--- src/rtl/occmp_unit.sv ---
module occmp_unit #(
  parameter int CNT_W = 16
) (
  input  logic             clk,
  input  logic             rst,
  input  logic [3:0]       reg_addr,
  input  logic             reg_wr,
  input  logic [CNT_W-1:0] reg_wdata,
  output logic [CNT_W-1:0] reg_rdata,
  input  logic [CNT_W-1:0] count,
  output logic [7:2]       pin_out,
  output logic [7:2]       pin_oe,
  output logic [7:2]       cmp_flag
);

  localparam logic [3:0] A_SEL = 4'h0, A_FORCE = 4'h1, A_MASK = 4'h2,
                         A_DATA7 = 4'h3, A_ACT = 4'h4, A_FLAG = 4'h5;

  logic [7:2]       sel_q, mask_q, data7_q, pin_q, flag_q;
  logic [11:0]      act_q;
  logic [CNT_W-1:0] cmp_q [2:7];
  logic [7:2]       match, force_v, clr_v, pin_nx, flag_nx;
  logic             ev7;

  function automatic logic apply_act(input logic cur, input logic [1:0] a);
    case (a)
      2'b01:   return ~cur;
      2'b10:   return 1'b0;
      2'b11:   return 1'b1;
      default: return cur;
    endcase
  endfunction

  assign force_v = (reg_wr && reg_addr == A_FORCE) ? reg_wdata[7:2] : '0;
  assign clr_v   = (reg_wr && reg_addr == A_FLAG)  ? reg_wdata[7:2] : '0;
  assign ev7     = match[7] | force_v[7];

  for (genvar x = 2; x <= 7; x++) begin : g_ch
    logic [1:0] act;
    assign act        = act_q[2*(x-2) +: 2];
    assign match[x]   = sel_q[x] && (count == cmp_q[x]);
    assign flag_nx[x] = (match[x] && !force_v[x]) || (flag_q[x] && !clr_v[x]);
    assign pin_oe[x]  = sel_q[x] && ((act != 2'b00) || mask_q[x]);
    if (x == 7) begin : g_master
      assign pin_nx[x] = !ev7 ? pin_q[x] :
                         mask_q[x] ? data7_q[x] : apply_act(pin_q[x], act);
    end else begin : g_slave
      assign pin_nx[x] = (ev7 && mask_q[x]) ? data7_q[x] :
                         (force_v[x] || match[x]) ? apply_act(pin_q[x], act) : pin_q[x];
    end
  end

  always_ff @(posedge clk) begin
    if (rst) begin
      sel_q   <= '0;
      mask_q  <= '0;
      data7_q <= '0;
      act_q   <= '0;
      pin_q   <= '0;
      flag_q  <= '0;
      for (int i = 2; i <= 7; i++) cmp_q[i] <= '0;
    end else begin
      pin_q  <= pin_nx;
      flag_q <= flag_nx;
      if (reg_wr) begin
        case (reg_addr)
          A_SEL:   sel_q   <= reg_wdata[7:2];
          A_MASK:  mask_q  <= reg_wdata[7:2];
          A_DATA7: data7_q <= reg_wdata[7:2];
          A_ACT:   act_q   <= reg_wdata[11:0];
          default: ;
        endcase
        for (int i = 2; i <= 7; i++)
          if (reg_addr == 4'(8 + i)) cmp_q[i] <= reg_wdata;
      end
    end
  end

  always_comb begin
    reg_rdata = '0;
    case (reg_addr)
      A_SEL:   reg_rdata[7:2]  = sel_q;
      A_MASK:  reg_rdata[7:2]  = mask_q;
      A_DATA7: reg_rdata[7:2]  = data7_q;
      A_ACT:   reg_rdata[11:0] = act_q;
      A_FLAG:  reg_rdata[7:2]  = flag_q;
      default: ;
    endcase
    for (int i = 2; i <= 7; i++)
      if (reg_addr == 4'(8 + i)) reg_rdata = cmp_q[i];
  end

  assign pin_out  = pin_q;
  assign cmp_flag = flag_q;

endmodule


--- config.mk ---
export PLATFORM = sky130hd
export DESIGN_NAME = occmp_unit
export DESIGN_NICKNAME = d
export VERILOG_FILES = /design/src/rtl/occmp_unit.sv
export SDC_FILE = /design/constraint.sdc
export NUM_CORES = 1
export LEC_CHECK = 0
export CAP_MARGIN = 10
export CORE_ASPECT_RATIO = 0.9
export CORE_MARGIN = 5
export CORE_UTILIZATION = 55
export CTS_CLUSTER_SIZE = 30
export DETAILED_ROUTE_END_ITERATION = 10
export GPL_ROUTABILITY_DRIVEN = 1
export HOLD_SLACK_MARGIN = 0.05
export PLACE_DENSITY = 0.82
export SLEW_MARGIN = 20
export SYNTH_ARGS = -nofsm -noshare
export SYNTH_HDL_FRONTEND = slang
export SYNTH_SLANG_ARGS = --single-unit
export TNS_END_PERCENT = 10
--- constraint.sdc ---
create_clock -name clk -period 2.95 [get_ports clk]
set_clock_uncertainty 0.05 [all_clocks]
set_input_delay 0.59 -clock clk [delete_from_list [all_inputs] [get_ports clk]]
set_output_delay 0.59 -clock clk [all_outputs]
set_load 0.03 [all_outputs]
==> results.yml <==
outcome:
  outcome: "finished, final reports clean"
placed_design:
  post-dp-hpwl_microns: 19420
  gp_congestion: 1.023
  io_buffers: 72
  placed_area_sq_um: 9539
yosys:
  synthDistinctLibCells: 58
  syn-num-nets: 862
  synth_edf_count: 96
  postSynthCellCount: 813
  synth-seq-cells: 138
  ys.flop_type: "edfxtp_1"
  async_flop_share_pct: 0
  synth-seq-area-share_pct: 46.32
  synth_area_sq_um: 8039
  synth-warning-count: 0
  syn_area_per_cell_sq_um: 9.888
cells_and_area:
  regArea_sq_um: 3725
  drive_above_1_share_pct: 19.21
  fin_area_sq_um: 10150
  diodes: 0
  fin_nets: 1004
  layout_commonest_cell: "buf_4"
  n_fill_cell: 1087
  syn_to_final_growth_pct: 26.27
  multi_input_area_sq_um: 3951
  layout_common_cells: "buf_4 (112), and2_1 (101), edfxtp_1 (96)"
worst_setup_path:
  crit_type: "in2out"
  critical_path.max_fanout: 7
  cp.required_ns: 2.31
  setup.worst_path.start_class: "primary input"
  worst_ep_arrival_time_ns: 2.30
  crit_path_end_kind: "primary output"
global_routing:
  grt_pass1_vias: 7019
  gr-total-overflow: 0
  antenna_found_initial: 0
  grt.total_usage_pct: 31.76
  grt_max_degree: 49
  grt_pass1_wl_microns: 40760
floorplan:
  start_util_pct: 55.43
  die_h_microns: 124.7
  core_area_sq_um: 14500
  die_w_microns: 137.4
  rows: 42
  dieArea_sq_um: 17140
  io_pins: 73
route:
  vias_per_cell: 6.201
  dr.pass1.iters: 7
  wirelength_microns: 26400
  wire_per_inst_microns: 22.64
  ant_nets: 0
  drt_iter0_markers: 1178
  drc: 0
  vias: 7230
clocking:
  clkTransAtPathRegs_ns: 0.06
  htree_levels: 4
  clock_path_buffers: 2
  clock_latency_ns: 0.44
  clockRootBuffer: "clkbuf_16"
  tritoncts: "done"
  cts_sinks: 138
  cts_hold_buf: 0
  cts_buffers: 17
hold_path:
  worstHoldPathType: "reg2reg"
timing:
  final_hold_viol_count: 0
  tightest_slew_ns: 0.6599
  fin_crit_sh_pct: 99.78
  final.min_clock_period_ns: 2.944
  max_freq_mhz: 339.7
  slew_violations: 0
  fin_hold_ws_ns: 0.4377
  finalSetupViolCount: 0
  rsz0062_at_grt: "yes"
  slew_headroom_pct: 55.87
power_and_ir_drop:
  leakagePower_nw: 3.814
  vdd_drop_max_mv: 0.4510
  power.density_nw_per_um2: 485.2
job:
  cap_violations: 0
## where the power goes
part	internal, mW	total (mW)	switching [mW]
clock network	1.10	1.97	0.866
logic	0.315	0.720	0.406
registers	2.16	2.23	0.0750
## cells in the mapped netlist, types with 8 or more instances
cell type	instances	area, sq um
xor2_1	34	297.8
ha_1	10	125.1
nor2_1	49	183.9
nand3_1	36	180.2
and3_1	10	62.56
edfxtp_1	96	2883
mux2i_1	13	130.1
clkbuf_1	24	90.09
nand2_1	54	202.7
nor3_1	9	45.04
buf_2	21	105.1
and2_1	103	644.4
nand4_1	10	62.56
xnor2_1	61	534.3
nor2b_1	8	50.05
a222oi_1	9	90.09
inv_1	21	78.83
dfxtp_1	42	840.8
a31oi_1	12	75.07
a21o_1	13	97.59
a22oi_1	21	157.7
o21ai_0	20	100.1
a21oi_1	47	235.2
## through the flow
stage	utilization, %	TNS (ns)	worst slack, ns	total power, mW	instances
3_5_place_dp	65.77	-3.760	-0.3103	2.953	1131
5_1_grt	69.99	-0.09729	-0.03475	5.068	1166
4_1_cts	70.01	-0.02820	-0.02583	4.904	1166
2_1_floorplan	-	0	0.1979	2.619	813
6_report	69.99	0	0.006386	4.925	1166
3_3_place_gp	65.77	-3.462	-0.3278	2.943	1131
## area by class of cell
class	count	area share, %
clock inverter	13	0.8875
sequential	138	36.69
clock buffer	19	4.376
tap	198	2.441
inverter	21	0.7765
timing repair buffer	181	15.90
multi-input combinational	596	38.93
## critical path, stage by stage
cell	delay [ns]
clkdlybuf4s15_2	0.25
buf_4	0.18
buf_4	0.15
nand2_1	0.07
nor2_1	0.08
buf_4	0.15
a222oi_1	0.33
a21oi_1	0.15
a21o_1	0.20
buf_12	0.14
## sequential cells by signal (all words and copies together) (netlist names)
name / flops
pin_out: 6
mask_q: 6
cmp_flag: 6
act_q: 12
data7_q: 6
sel_q: 6
cmp_q: 96
## layer usage
layer	GRT usage, %	up-vias	share of wire (%)
met1	44.26	3384	38
met3	8.522	97	13
met2	46.24	570	44
met5	0	-	0
li1	-	3179	-
met4	13.91	0	4.9
## logic make-up after synthesis
| kind of cell | synth area share [%] |
|---|---|
| flops | 46.32 |
| compound gates | 13.65 |
| buf+inv | 5.012 |
| simple gates | 20.59 |
| mux | 2.319 |
| xor+xnor | 10.55 |
| fa+ha+maj | 1.556 |
## repair_timing
item,in CTS,in global routing
cloned,0,0
setup endpoints to repair,16,16
resized for setup,28,3
pin swaps,16,2
setup buffers,3,0
## worst paths after layout
path | startpoint | end | slack (ns) | cells after the start
setup / recovery | reg_addr[1] | reg_rdata[1] | 0.006 | 10
hold / removal | mask_q[5] | mask_q[5] | 0.44 | 2
setup reg to reg | cmp_q[0][117] | pin_out[5] | 0.75 | 7
hold reg to reg | mask_q[5] | mask_q[5] | 0.44 | 2
No activity file was read; power rests on OpenSTA's default activity.
